<file path="config.mk">
export PLATFORM = sky130hd
export DESIGN_NAME = ptw_top
export DESIGN_NICKNAME = d
export VERILOG_FILES = /design/src/rtl/ptw_pkg.sv /design/src/rtl/ptw_addr_gen.sv /design/src/rtl/ptw_ctrl.sv /design/src/rtl/ptw_top.sv
export SDC_FILE = /design/constraint.sdc
export NUM_CORES = 1
export LEC_CHECK = 0
export ABC_AREA = 1
export CAP_MARGIN = 10
export CORE_MARGIN = 3
export CORE_UTILIZATION = 44
export DETAILED_ROUTE_END_ITERATION = 7
export HOLD_SLACK_MARGIN = 0.12
export PLACE_DENSITY = 0.85
export SYNTH_ARGS = -nofsm -noshare
export SYNTH_HDL_FRONTEND = slang
export SYNTH_SLANG_ARGS = --single-unit
</file>
<file path="constraint.sdc">
create_clock -name clk -period 2.45 [get_ports clk]
set_input_delay 0.49 -clock clk [delete_from_list [all_inputs] [get_ports clk]]
set_output_delay 0.49 -clock clk [all_outputs]
set_load 0.005 [all_outputs]
</file>
<file path="src/rtl/ptw_pkg.sv">
package ptw_pkg;

  typedef enum logic [2:0] {
    WS_IDLE,
    WS_RD_OUTER,
    WS_WT_OUTER,
    WS_RD_INNER,
    WS_WT_INNER,
    WS_DONE
  } walk_state_t;

  typedef enum logic [1:0] {
    WC_OK        = 2'd0,
    WC_BOUND     = 2'd1,
    WC_OUTER_INV = 2'd2,
    WC_INNER_INV = 2'd3
  } walk_cause_t;

endpackage

</file>
<file path="src/rtl/ptw_addr_gen.sv">
module ptw_addr_gen #(
  parameter int VA_W        = 32,
  parameter int PTE_W       = 32,
  parameter int OFF_W       = 10,
  parameter int INNER_W     = 10,
  parameter int ENTRY_SHIFT = 2
) (
  input  logic [VA_W-1:0]        va,
  input  logic [PTE_W-1:0]       ptbr,
  input  logic [PTE_W-OFF_W-1:0] tbl_base,
  input  logic [PTE_W-OFF_W-1:0] frame,
  output logic [PTE_W-1:0]       outer_addr,
  output logic [PTE_W-1:0]       inner_addr,
  output logic [PTE_W-1:0]       pa
);

  localparam int OUTER_W = VA_W - INNER_W - OFF_W;

  logic [OUTER_W-1:0] outer_idx;
  logic [INNER_W-1:0] inner_idx;

  assign outer_idx = va[VA_W-1 -: OUTER_W];
  assign inner_idx = va[OFF_W +: INNER_W];

  // entry byte address = table start + index scaled by entry size
  assign outer_addr = ptbr + PTE_W'({outer_idx, {ENTRY_SHIFT{1'b0}}});
  assign inner_addr = {tbl_base, {OFF_W{1'b0}}} + PTE_W'({inner_idx, {ENTRY_SHIFT{1'b0}}});
  assign pa         = {frame, va[OFF_W-1:0]};

endmodule

</file>
<file path="src/rtl/ptw_ctrl.sv">
module ptw_ctrl
  import ptw_pkg::*;
(
  input  logic       clk,
  input  logic       rst_n,
  input  logic       req_valid,
  input  logic       bound_fail,
  input  logic       mem_rvalid,
  input  logic       entry_valid,
  output logic       req_ready,
  output logic       accept,
  output logic       outer_take,
  output logic       inner_take,
  output logic       mem_req,
  output logic       sel_inner,
  output logic       resp_valid,
  output logic [1:0] resp_cause
);

  walk_state_t state_q, state_d;
  walk_cause_t cause_q, cause_d;
  logic        cause_en;

  always_comb begin
    state_d  = state_q;
    cause_d  = cause_q;
    cause_en = 1'b0;
    case (state_q)
      WS_IDLE: begin
        if (req_valid) begin
          cause_en = 1'b1;
          if (bound_fail) begin
            state_d = WS_DONE;
            cause_d = WC_BOUND;
          end else begin
            state_d = WS_RD_OUTER;
            cause_d = WC_OK;
          end
        end
      end
      WS_RD_OUTER: state_d = WS_WT_OUTER;
      WS_WT_OUTER: begin
        if (mem_rvalid) begin
          if (entry_valid) begin
            state_d = WS_RD_INNER;
          end else begin
            state_d  = WS_DONE;
            cause_d  = WC_OUTER_INV;
            cause_en = 1'b1;
          end
        end
      end
      WS_RD_INNER: state_d = WS_WT_INNER;
      WS_WT_INNER: begin
        if (mem_rvalid) begin
          state_d  = WS_DONE;
          cause_en = 1'b1;
          cause_d  = entry_valid ? WC_OK : WC_INNER_INV;
        end
      end
      WS_DONE: state_d = WS_IDLE;
      default: state_d = WS_IDLE;
    endcase
  end

  always_ff @(posedge clk or negedge rst_n) begin
    if (!rst_n) begin
      state_q <= WS_IDLE;
      cause_q <= WC_OK;
    end else begin
      state_q <= state_d;
      if (cause_en) begin
        cause_q <= cause_d;
      end
    end
  end

  assign req_ready  = (state_q == WS_IDLE);
  assign accept     = req_ready && req_valid;
  assign outer_take = (state_q == WS_WT_OUTER) && mem_rvalid && entry_valid;
  assign inner_take = (state_q == WS_WT_INNER) && mem_rvalid && entry_valid;
  assign mem_req    = (state_q == WS_RD_OUTER) || (state_q == WS_RD_INNER);
  assign sel_inner  = (state_q == WS_RD_INNER);
  assign resp_valid = (state_q == WS_DONE);
  assign resp_cause = cause_q;

endmodule

</file>
<file path="src/rtl/ptw_top.sv">
module ptw_top #(
  parameter int VA_W    = 32,
  parameter int PTE_W   = 32,
  parameter int OFF_W   = 10,
  parameter int INNER_W = 10,
  parameter int OUTER_W = VA_W - INNER_W - OFF_W,
  parameter int LEN_W   = OUTER_W + 1
) (
  input  logic              clk,
  input  logic              rst_n,
  input  logic [PTE_W-1:0]  ptbr,
  input  logic [LEN_W-1:0]  outer_len,
  input  logic              req_valid,
  input  logic [VA_W-1:0]   req_va,
  output logic              req_ready,
  output logic              resp_valid,
  output logic [1:0]        resp_cause,
  output logic [PTE_W-1:0]  resp_pa,
  output logic              mem_req,
  output logic [PTE_W-1:0]  mem_addr,
  input  logic              mem_rvalid,
  input  logic [PTE_W-1:0]  mem_rdata
);

  localparam int BASE_W      = PTE_W - OFF_W;
  localparam int ENTRY_SHIFT = $clog2(PTE_W / 8);

  logic              accept, outer_take, inner_take, sel_inner, bound_fail;
  logic [VA_W-1:0]   va_q;
  logic [BASE_W-1:0] tbl_q;
  logic [PTE_W-1:0]  pa_q, pa_next, outer_addr, inner_addr;
  wire               unused_pte_flags = ^mem_rdata[OFF_W-1:1];

  assign bound_fail = {1'b0, req_va[VA_W-1 -: OUTER_W]} >= outer_len;

  ptw_ctrl ctrl_i (
    .clk         (clk),
    .rst_n       (rst_n),
    .req_valid   (req_valid),
    .bound_fail  (bound_fail),
    .mem_rvalid  (mem_rvalid),
    .entry_valid (mem_rdata[0]),
    .req_ready   (req_ready),
    .accept      (accept),
    .outer_take  (outer_take),
    .inner_take  (inner_take),
    .mem_req     (mem_req),
    .sel_inner   (sel_inner),
    .resp_valid  (resp_valid),
    .resp_cause  (resp_cause)
  );

  ptw_addr_gen #(
    .VA_W        (VA_W),
    .PTE_W       (PTE_W),
    .OFF_W       (OFF_W),
    .INNER_W     (INNER_W),
    .ENTRY_SHIFT (ENTRY_SHIFT)
  ) agen_i (
    .va         (va_q),
    .ptbr       (ptbr),
    .tbl_base   (tbl_q),
    .frame      (mem_rdata[PTE_W-1:OFF_W]),
    .outer_addr (outer_addr),
    .inner_addr (inner_addr),
    .pa         (pa_next)
  );

  always_ff @(posedge clk or negedge rst_n) begin
    if (!rst_n) begin
      va_q  <= '0;
      tbl_q <= '0;
      pa_q  <= '0;
    end else begin
      if (accept) begin
        va_q <= req_va;
      end
      if (outer_take) begin
        tbl_q <= mem_rdata[PTE_W-1:OFF_W];
      end
      if (accept) begin
        pa_q <= '0;
      end else if (inner_take) begin
        pa_q <= pa_next;
      end
    end
  end

  assign mem_addr = sel_inner ? inner_addr : outer_addr;
  assign resp_pa  = pa_q;

endmodule

</file>
==> impl_summary.log <==
[metrics] Final TNS setup: -8.604 ns
[metrics] minimum clock period after layout: 2.970 ns
[metrics] endpoint kind of the worst setup timing path: primary output
[metrics] crit-path max FO: 4
[metrics] TritonCTS clock tree: yes
[metrics] commonest cells after routing, fill and taps aside: nand2_1 (206), clkdlybuf4s50_1 (123), buf_4 (108), nand3_1 (97), inv_1 (92)
[metrics] crit path launch type: register
[metrics] Peak VDD IR: 0.0007323 V
[metrics] final hold violation count: 0
[metrics] worst-case headroom to the max-slew limit: 0.5994
[metrics] Final setup viols: 28
[metrics] number of nets in the final layout: 1308
[metrics] starting density of the core: 0.4533
[metrics] final routed DRC violation total: 1
[metrics] die boundary height: 125.8 µm
[metrics] Warnings, synthesis: 0
[metrics] hold slack final: 0.4749 ns
[metrics] clock buffer depth: 2
[metrics] number of global-route vias before repair: 7403
[metrics] Core Area: 13930 µm²
[metrics] die area: 15830 µm²
[metrics] top-level port count: 182
[metrics] pin count of the biggest net entering global routing: 45
[metrics] leakage power figure: 5.221 nW
[metrics] average detailed-routed wire length per instance: 19.25 µm
[metrics] setup slack of the critical path after layout: -0.5197 ns
[metrics] total wirelength of the detailed-routed design: 26050 µm
[metrics] Unique masters post-synth: 37
[metrics] total of flip-flops plus latches after synthesis: 91
[metrics] Port Buf Inserts: 172
[metrics] sinks on the clock net: 91
[metrics] initial drt markers: 818
[metrics] violated checks: DRC, setup timing
[metrics] final worst-path cycle share: 1.212
[metrics] via/cell ratio: 5.637
[metrics] htree depth: 3
[metrics] placer congestion estimate: 0.9781
[metrics] max-slew violations: 0
[metrics] placement-stage cell area: 8828 µm²
[metrics] number of antenna violations at the first check in global routing: 0
[metrics] total congestion overflow: 0
[metrics] post-synth net total: 1017
[metrics] setup slack on the worst flop-to-flop path: 0.56 ns
[metrics] maxcap violations: 0
[metrics] Post-Syn Instances: 876
[metrics] Most used DFF post-synth: dfrtp_1
[metrics] FFs w/ async S/R, synth: 1.000
[metrics] post-layout total power: 0.01188 W
[metrics] transition time of the tightest slew-check pin: 0.5987 ns
[metrics] buffer type at the clock tree root: clkbuf_16
[metrics] global-route wire length before repair: 36370 µm
[metrics] highest attainable clock frequency: 0.3367 GHz
[metrics] layout cells sized above 1: 0.3336
[metrics] power density over cell area: 1146 nW/µm²
[metrics] Post-Layout Inst Area: 10360 µm²
[metrics] combined area of all synthesized cells: 6316 µm²
[metrics] clock skew after layout: 0.005441 ns
[metrics] overall fraction of global-route tracks in use: 0.2851
[metrics] CP required: 1.96 ns
[metrics] antenna-violating nets left: 0
[metrics] area added between synthesis and finish: 64.08%
[metrics] Row Count: 43
[metrics] clk_lat worst skew: 0.35 ns
[metrics] CTS buffer count: 9
[metrics] final cell utilization of the core: 0.7437
[metrics] die extent in x: 125.8 µm
[metrics] FILL cells: 903
[metrics] share of synthesized area occupied by flip-flops and latches: 0.3605
[metrics] mean cell area of the mapped netlist: 7.210 µm²
[metrics] type of the worst min-delay path: reg2reg
[metrics] first-pass iteration count of the detailed router: 8
[metrics] leading cell type in the layout, fill and taps excluded: nand2_1
[metrics] total via count in the routed design: 7627
[metrics] outcome: complete, but fails checks
[metrics] number of enable flip-flop cells after synthesis: 0
[metrics] arrival time of the worst setup path: 2.48 ns
[metrics] detailed-placement wirelength estimate: 15640 µm
[metrics] Critical Setup Path Class: reg2out
[metrics] setup repair after global routing missed its margin: true
[metrics] clock slew seen by the registers of the worst setup and hold paths: 0.07 ns
## routing by layer
| metal | up-vias | track usage | share of wire |
|---|---|---|---|
| li1 | 3406 | - | - |
| met1 | 3468 | 0.3380 | 0.37 |
| met2 | 559 | 0.4783 | 0.46 |
| met3 | 194 | 0.07761 | 0.10 |
| met4 | 0 | 0.1413 | 0.074 |
| met5 | - | 0 | 0 |
## cells in the mapped netlist, drive strengths merged (4+ instances only)
library cell	count	area, µm²
xor2	6	52.55
ha	26	325.3
a21oi	29	145.1
nor3	14	70.07
nand2	274	1049
nor2	73	311.6
nand3	123	625.6
o21ai	33	165.1
or2	7	43.80
nand3b	4	30.03
buf	19	117.6
clkbuf	7	27.52
nand4	10	62.56
dfrtp	91	2277
inv	110	412.9
xnor2	8	70.07
mux2	32	435.4
## stage by stage
stage,std cells,setup slack [ns]
4_1_cts,1336,-0.4558
3_5_place_dp,1292,-1.036
3_3_place_gp,1292,-0.9884
5_1_grt,1352,-0.5800
6_report,1353,-0.5197
2_1_floorplan,876,0.03955
## critical path, stage by stage, from the launching register on
cell	delay, ns
dfrtp_1	0.41
ha_4	0.34
nand2_1	0.09
nand2_1	0.21
inv_1	0.10
o21ai_0	0.22
nand3_1	0.17
nand2_1	0.13
nand2_1	0.06
nand2_1	0.05
nand2_1	0.04
nand2_1	0.07
dlygate4sd2_1	0.23
## worst paths after layout
check / start / to / cells past startpoint
max in group asynchronous: rst_n / va_q[31] / 3
min in group asynchronous: rst_n / resp_pa[3] / 2
hold reg to reg: va_q[5] / va_q[5] / 2
setup / recovery: va_q[29] / mem_addr[26] / 12
setup reg to reg: ctrl_i.state_q[1] / resp_pa[9] / 8
hold / removal: va_q[5] / va_q[5] / 2
## registers in the layout (all words and copies together), names as in the netlist
name and flops:
ctrl_i.state_q 3, va_q 32, tbl_q 22, resp_pa 32, ctrl_i.resp_cause 2
## power breakdown
group | internal, W | total [W] | switching [W]
logic | 0.00372 | 0.00752 | 0.00380
clock network | 0.000945 | 0.00157 | 0.000629
registers | 0.00222 | 0.00278 | 0.000567
## what timing repair did
action,in CTS,in global routing
setup buffers,28,16
resized for setup,267,102
hold buffers,1,0
cloned,0,1
endpoints found under the setup margin,32,30
hold endpoints to repair,21,0
pin swaps,39,58
## logic make-up after synthesis
kind of cell             count (synthesis)  share of synthesized area
AND/OR/NAND/NOR                        506                     0.3481
multiplexers                            32                    0.06894
buffers and inverters                  136                    0.08835
AO/OA/AOI/OAI                           69                    0.05685
adder cells (fa/ha/maj)                 28                    0.05784
flip-flops                              91                     0.3605
XOR/XNOR                                14                    0.01941
## cell type report
type	count	area (µm²)	area share
timing repair buffer	306	2746	0.2650
inverter	110	415.4	0.04008
antenna	1	2.502	0.0002415
clock buffer	10	239.0	0.02306
sequential	91	2278	0.2198
tap	180	225.2	0.02173
multi-input combinational	649	4352	0.4199
clock inverter	6	105.1	0.01014
No activity file was read; power rests on OpenSTA's default activity.
